<file path="src/rtl/hz_pkg.sv">
package hz_pkg;

  typedef enum logic [2:0] {
    CLS_NONE   = 3'd0,
    CLS_ALU_RR = 3'd1,
    CLS_ALU_RI = 3'd2,
    CLS_LOAD   = 3'd3,
    CLS_STORE  = 3'd4,
    CLS_BRZ    = 3'd5,
    CLS_JREG   = 3'd6,
    CLS_JUMP   = 3'd7
  } icls_e;

  // How a source operand is consumed, which picks the forwarding path that covers it
  typedef enum logic [1:0] {
    ROLE_GEN    = 2'd0,
    ROLE_STDATA = 2'd1,
    ROLE_ZTEST  = 2'd2,
    ROLE_JTGT   = 2'd3
  } src_role_e;

  typedef struct packed {
    logic      used;
    src_role_e role;
  } src_use_t;

  // idx 0 = rs1, idx 1 = rs2
  function automatic src_use_t decode_use(input icls_e cls, input int idx);
    src_use_t u;
    u.used = 1'b0;
    u.role = ROLE_GEN;
    case (cls)
      CLS_ALU_RR: u.used = 1'b1;
      CLS_ALU_RI, CLS_LOAD: u.used = (idx == 0);
      CLS_STORE: begin
        u.used = 1'b1;
        u.role = (idx == 0) ? ROLE_GEN : ROLE_STDATA;
      end
      CLS_BRZ: begin
        u.used = (idx == 0);
        u.role = ROLE_ZTEST;
      end
      CLS_JREG: begin
        u.used = (idx == 0);
        u.role = ROLE_JTGT;
      end
      default: u.used = 1'b0;
    endcase
    return u;
  endfunction

endpackage

</file>
<file path="src/rtl/hz_dep_check.sv">
module hz_dep_check #(
  parameter int REG_AW = 5
) (
  input  logic [REG_AW-1:0] src,
  input  logic [REG_AW-1:0] ex_rd,
  input  logic              ex_we,
  input  logic [REG_AW-1:0] ma_rd,
  input  logic              ma_we,
  output logic              hit_ex,
  output logic              hit_ma
);

  logic src_live;

  always_comb begin
    src_live = |src;
    hit_ex   = src_live && ex_we && (ex_rd == src);
    hit_ma   = src_live && ma_we && (ma_rd == src);
  end

endmodule

</file>
<file path="src/rtl/hz_src_rule.sv">
module hz_src_rule
  import hz_pkg::*;
(
  input  src_use_t use_i,
  input  logic     hit_ex,
  input  logic     hit_ma,
  input  logic     ex_is_load,
  input  logic     cfg_fwd_alu,
  input  logic     cfg_fwd_store,
  input  logic     cfg_fwd_zero,
  output logic     stall
);

  logic path_fwd;

  always_comb begin
    case (use_i.role)
      ROLE_GEN:    path_fwd = cfg_fwd_alu;
      ROLE_STDATA: path_fwd = cfg_fwd_store;
      ROLE_ZTEST:  path_fwd = cfg_fwd_zero;
      default:     path_fwd = 1'b0;
    endcase
    if (!use_i.used)
      stall = 1'b0;
    else if (path_fwd)
      stall = hit_ex && ex_is_load;
    else
      stall = hit_ex || hit_ma;
  end

endmodule

</file>
<file path="src/rtl/hz_ex_gate.sv">
module hz_ex_gate (
  input  logic bubble,
  input  logic reg_we_in,
  input  logic mem_re_in,
  input  logic mem_we_in,
  output logic reg_we_out,
  output logic mem_re_out,
  output logic mem_we_out
);

  always_comb begin
    reg_we_out = reg_we_in && !bubble;
    mem_re_out = mem_re_in && !bubble;
    mem_we_out = mem_we_in && !bubble;
  end

endmodule

</file>
<file path="src/rtl/hazard_interlock.sv">
module hazard_interlock
  import hz_pkg::*;
#(
  parameter int REG_AW = 5
) (
  input  logic [2:0]        id_cls,
  input  logic [REG_AW-1:0] id_rs1,
  input  logic [REG_AW-1:0] id_rs2,
  input  logic              id_mispredict,
  input  logic              id_reg_we,
  input  logic              id_mem_re,
  input  logic              id_mem_we,
  input  logic [REG_AW-1:0] ex_rd,
  input  logic              ex_reg_we,
  input  logic              ex_is_load,
  input  logic [REG_AW-1:0] ma_rd,
  input  logic              ma_reg_we,
  input  logic              cfg_fwd_alu,
  input  logic              cfg_fwd_store,
  input  logic              cfg_fwd_zero,
  output logic              issue_nop,
  output logic              pc_en,
  output logic              pc_redirect,
  output logic              id_en,
  output logic              ex_reg_we_nxt,
  output logic              ex_mem_re_nxt,
  output logic              ex_mem_we_nxt
);

  localparam int NSRC = 2;

  icls_e             cls;
  logic [REG_AW-1:0] src_reg   [NSRC];
  logic [NSRC-1:0]   src_stall;
  logic              data_stall;
  logic              bubble;

  assign cls        = icls_e'(id_cls);
  assign src_reg[0] = id_rs1;
  assign src_reg[1] = id_rs2;

  for (genvar k = 0; k < NSRC; k++) begin : g_src
    logic     hit_ex;
    logic     hit_ma;
    src_use_t use_k;

    assign use_k = decode_use(cls, k);

    hz_dep_check #(.REG_AW(REG_AW)) u_dep (
      .src    (src_reg[k]),
      .ex_rd  (ex_rd),
      .ex_we  (ex_reg_we),
      .ma_rd  (ma_rd),
      .ma_we  (ma_reg_we),
      .hit_ex (hit_ex),
      .hit_ma (hit_ma)
    );

    hz_src_rule u_rule (
      .use_i         (use_k),
      .hit_ex        (hit_ex),
      .hit_ma        (hit_ma),
      .ex_is_load    (ex_is_load),
      .cfg_fwd_alu   (cfg_fwd_alu),
      .cfg_fwd_store (cfg_fwd_store),
      .cfg_fwd_zero  (cfg_fwd_zero),
      .stall         (src_stall[k])
    );
  end

  // Data stalls win: a target cannot be trusted while its operand is pending
  always_comb begin
    data_stall  = |src_stall;
    bubble      = data_stall || id_mispredict;
    issue_nop   = bubble;
    id_en       = !bubble;
    pc_en       = !data_stall;
    pc_redirect = id_mispredict && !data_stall;
  end

  hz_ex_gate u_gate (
    .bubble     (bubble),
    .reg_we_in  (id_reg_we),
    .mem_re_in  (id_mem_re),
    .mem_we_in  (id_mem_we),
    .reg_we_out (ex_reg_we_nxt),
    .mem_re_out (ex_mem_re_nxt),
    .mem_we_out (ex_mem_we_nxt)
  );

endmodule

</file>
<file path="config.mk">
export PLATFORM = sky130hd
export DESIGN_NAME = hazard_interlock
export DESIGN_NICKNAME = d
export VERILOG_FILES = /design/src/rtl/hz_pkg.sv /design/src/rtl/hz_dep_check.sv /design/src/rtl/hz_src_rule.sv /design/src/rtl/hz_ex_gate.sv /design/src/rtl/hazard_interlock.sv
export SDC_FILE = /design/constraint.sdc
export NUM_CORES = 1
export LEC_CHECK = 0
export ABC_AREA = 1
export BUFFER_PORTS_ARGS = -buffer_cell sky130_fd_sc_hd__buf_2
export CORE_ASPECT_RATIO = 1.25
export CORE_UTILIZATION = 40
export DETAILED_ROUTE_END_ITERATION = 10
export PLACE_DENSITY_LB_ADDON = 0.25
export SLEW_MARGIN = 20
export SYNTH_ARGS = -nofsm -noshare
export SYNTH_HDL_FRONTEND = slang
export SYNTH_HIERARCHICAL = 1
export SYNTH_SLANG_ARGS = --single-unit
</file>
<file path="constraint.sdc">
create_clock -name vclk -period 1.9
set_clock_uncertainty 0.2 [all_clocks]
set_input_delay 0.285 -clock vclk [all_inputs]
set_output_delay 0.285 -clock vclk [all_outputs]
set_load 0.005 [all_outputs]
</file>
==> metrics.md <==
| Metric | Value |
|---|---|
| Pwr dens | `197 nW/µm²` |
| Crit path capture type | `output port` |
| Setup Crit Path Kind | `in -> out` |
| Fin crit share | `99.8%` |
| Required time of the critical path | `1.41 ns` |
| Crit path DAT | `1.41 ns` |
| Setup Viol. Count Final | `0` |
| Yosys warns | `6` |
| Synth Net Count | `196` |
| Sequential Area | `0 µm²` |
| Hold_sp | `id_mem_re` |
| Comb power frac | `100.0%` |
| Final Cell Area | `1140 µm²` |
| Finished Layout Cells | `225` |
| RSZ-0062 raised after global routing | `true` |
| Peak supply drop | `107 µV` |
| Max_slew headroom | `89.6%` |
| Fin crit period | `1.90 ns` |
| Layout cells sized above 1 | `47.8%` |
| Starting Density | `42.6%` |
| Clk pwr share | `0%` |
| Placed cell count | `224` |
| Average wire per standard cell | `8.96 µm` |
| Core area | `1580 µm²` |
| Initial antenna violation count | `0` |
| Yosys cell types | `11` |
| Max Fclk | `527 MHz` |
| Drt first pass iters | `4` |
| Detailed-route via count | `1013` |
| Total gr overflow | `0` |
| Slew Viols, Final | `0` |
| DP Area | `920 µm²` |
| Layout clock buffers | `0` |
| NetSw | `116 µW` |
| Tot GR Track Use | `20.1%` |
| Final hold violations | `0` |
| Leakage | `0.725 nW` |
| Final net count | `242` |
| DRT iter0 DRCs | `12` |
| Die Height | `47.9 µm` |
| Cell internal pwr | `109 µW` |
| Cells after Synth | `163` |
| Avg Synthesized Cell Area | `4.14 µm²` |
| I/O Buffers | `40` |
| Flop pwr share | `0%` |
| Place WS | `-0.0735 ns` |
| Worst Path Max Fanout | `5` |
| Global-route wire length before repair | `2.81 mm` |
| Worst Hold Depth | `4` |
| Max Cap Viol | `0` |
| Sw Ratio | `51.6%` |
| Placer congestion estimate | `0.775` |
| Inserted Diodes | `0` |
| Rows | `16` |
| Vias in the first global route | `808` |
| Die Area | `1860 µm²` |
| Pin count of the biggest net entering global routing | `7` |
| Routed wire length | `2.02 mm` |
| Worst Hold End | `ex_mem_re_nxt` |
| Startpoint Class | `input pin` |
| Mapped Area | `674 µm²` |
| Post-DRT Antenna Nets | `0` |
| PnR worst setup slack | `0.00391 ns` |
| Outcome | `complete, no violations` |
| Vias/cell | `4.50` |
| Hpwl dp | `1.51 mm` |
| Seq/Total Area, Yosys | `0%` |
| Worst slew pin tran | `0.156 ns` |
| I/O pin count | `40` |
| Drt drc | `0` |
| Hold-fix buffers at CTS | `0` |
| Seq cells | `0` |
| Area Overhead vs Synth | `69.6%` |
| Tightest Hold Check Type | `in -> out` |
| Finished Core Util | `72.3%` |
| Die X | `38.7 µm` |
[layout make-up]
class | instances | area (µm²)
fillers | 153 | 438
multi-input cells | 122 | 603
well taps | 18 | 22.5
repair buffers | 44 | 357
inverters | 41 | 161
[worst max path at each step]
| stage | startpoint | end | cells past startpoint |
|---|---|---|---|
| global route | ex_rd[4] | ex_mem_re_nxt | 13 |
| floorplan | id_rs2[4] | ex_mem_re_nxt | 9 |
| global placement | id_rs2[4] | ex_mem_re_nxt | 11 |
| detailed placement | id_rs2[4] | ex_mem_we_nxt | 11 |
| CTS | id_rs2[2] | ex_mem_we_nxt | 13 |
| finish | id_rs1[1] | ex_mem_re_nxt | 12 |
[layer usage]
| layer | GRT usage (%) | vias to the layer above | wire, µm |
|---|---|---|---|
| met3 | 0.465 | 0 | 85 |
| met5 | 0 | - | 0 |
| met1 | 21.4 | 426 | 832 |
| met2 | 44.3 | 27 | 1100 |
| met4 | 0 | 0 | 0 |
| li1 | - | 560 | - |
[synth_stat cells]
| master | count | area (µm²) |
|---|---|---|
| nand3_1 | 11 | 55.1 |
| nor2_2 | 2 | 12.5 |
| inv_2 | 10 | 37.5 |
| nor2_1 | 27 | 101 |
| a21oi_2 | 2 | 17.5 |
| inv_1 | 31 | 116 |
| nand2_1 | 69 | 259 |
| nand3_2 | 3 | 30.0 |
| nor3_1 | 1 | 5.00 |
| nand2_2 | 4 | 25.0 |
| o21ai_0 | 3 | 15.0 |
[power by group through the flow]
stage	logic [mW]	registers [mW]	clock network, mW
after floorplan	0.0932	0	0
after global placement	0.166	0	0
after detailed placement	0.171	0	0
after CTS	0.188	0	0
after global routing	0.250	0	0
final	0.225	0	0
[metrics by stage]
stage	hold WS, ns	power, mW	setup TNS, ns
4_1_cts	0.652	0.188	0
3_3_place_gp	0.642	0.166	-0.0556
6_report	0.645	0.225	0
3_5_place_dp	0.644	0.171	-0.220
2_1_floorplan	0.437	0.0932	0
5_1_grt	0.657	0.250	-0.292
[cells in the final DEF (no fill, tap or decap)]
master | netlist | final
nand3_2 | 3 | 5
o21ai_0 | 3 | 1
buf_8 | 0 | 3
nor2_2 | 2 | 10
o21ai_1 | 0 | 2
a21oi_2 | 2 | 2
inv_1 | 31 | 23
nand3_1 | 11 | 8
nor2_1 | 27 | 19
inv_4 | 0 | 3
buf_4 | 0 | 8
nand3_4 | 0 | 1
nand2_2 | 4 | 18
buf_2 | 0 | 18
clkbuf_4 | 0 | 2
nor3_2 | 0 | 1
nand2_1 | 69 | 55
inv_2 | 10 | 15
buf_6 | 0 | 13
[worst max-delay path, stage by stage]
cell	delay (ns)
buf_4	0.13
nand2_1	0.06
nand2_1	0.05
nor2_1	0.09
nand2_1	0.07
nor2_2	0.12
nand2_1	0.08
a21oi_2	0.18
nor2_2	0.07
nand2_2	0.11
nor2_1	0.06
buf_2	0.12
[repair_timing]
action	4_1_cts	5_1_grt
setup endpoints to repair	6	6
buffers inserted	0	1
pin swaps	22	33
resized for setup	25	52
[logic make-up (layout without fill, tap and decap cells)]
| group | Yosys count | after routing | synth area share [%] |
|---|---|---|---|
| AO/OA/AOI/OAI | 5 | 5 | 4.82 |
| AND/OR/NAND/NOR | 117 | 117 | 72.4 |
| buffers and inverters | 41 | 85 | 22.8 |
Note: power is estimated with default switching activity, not from simulation.
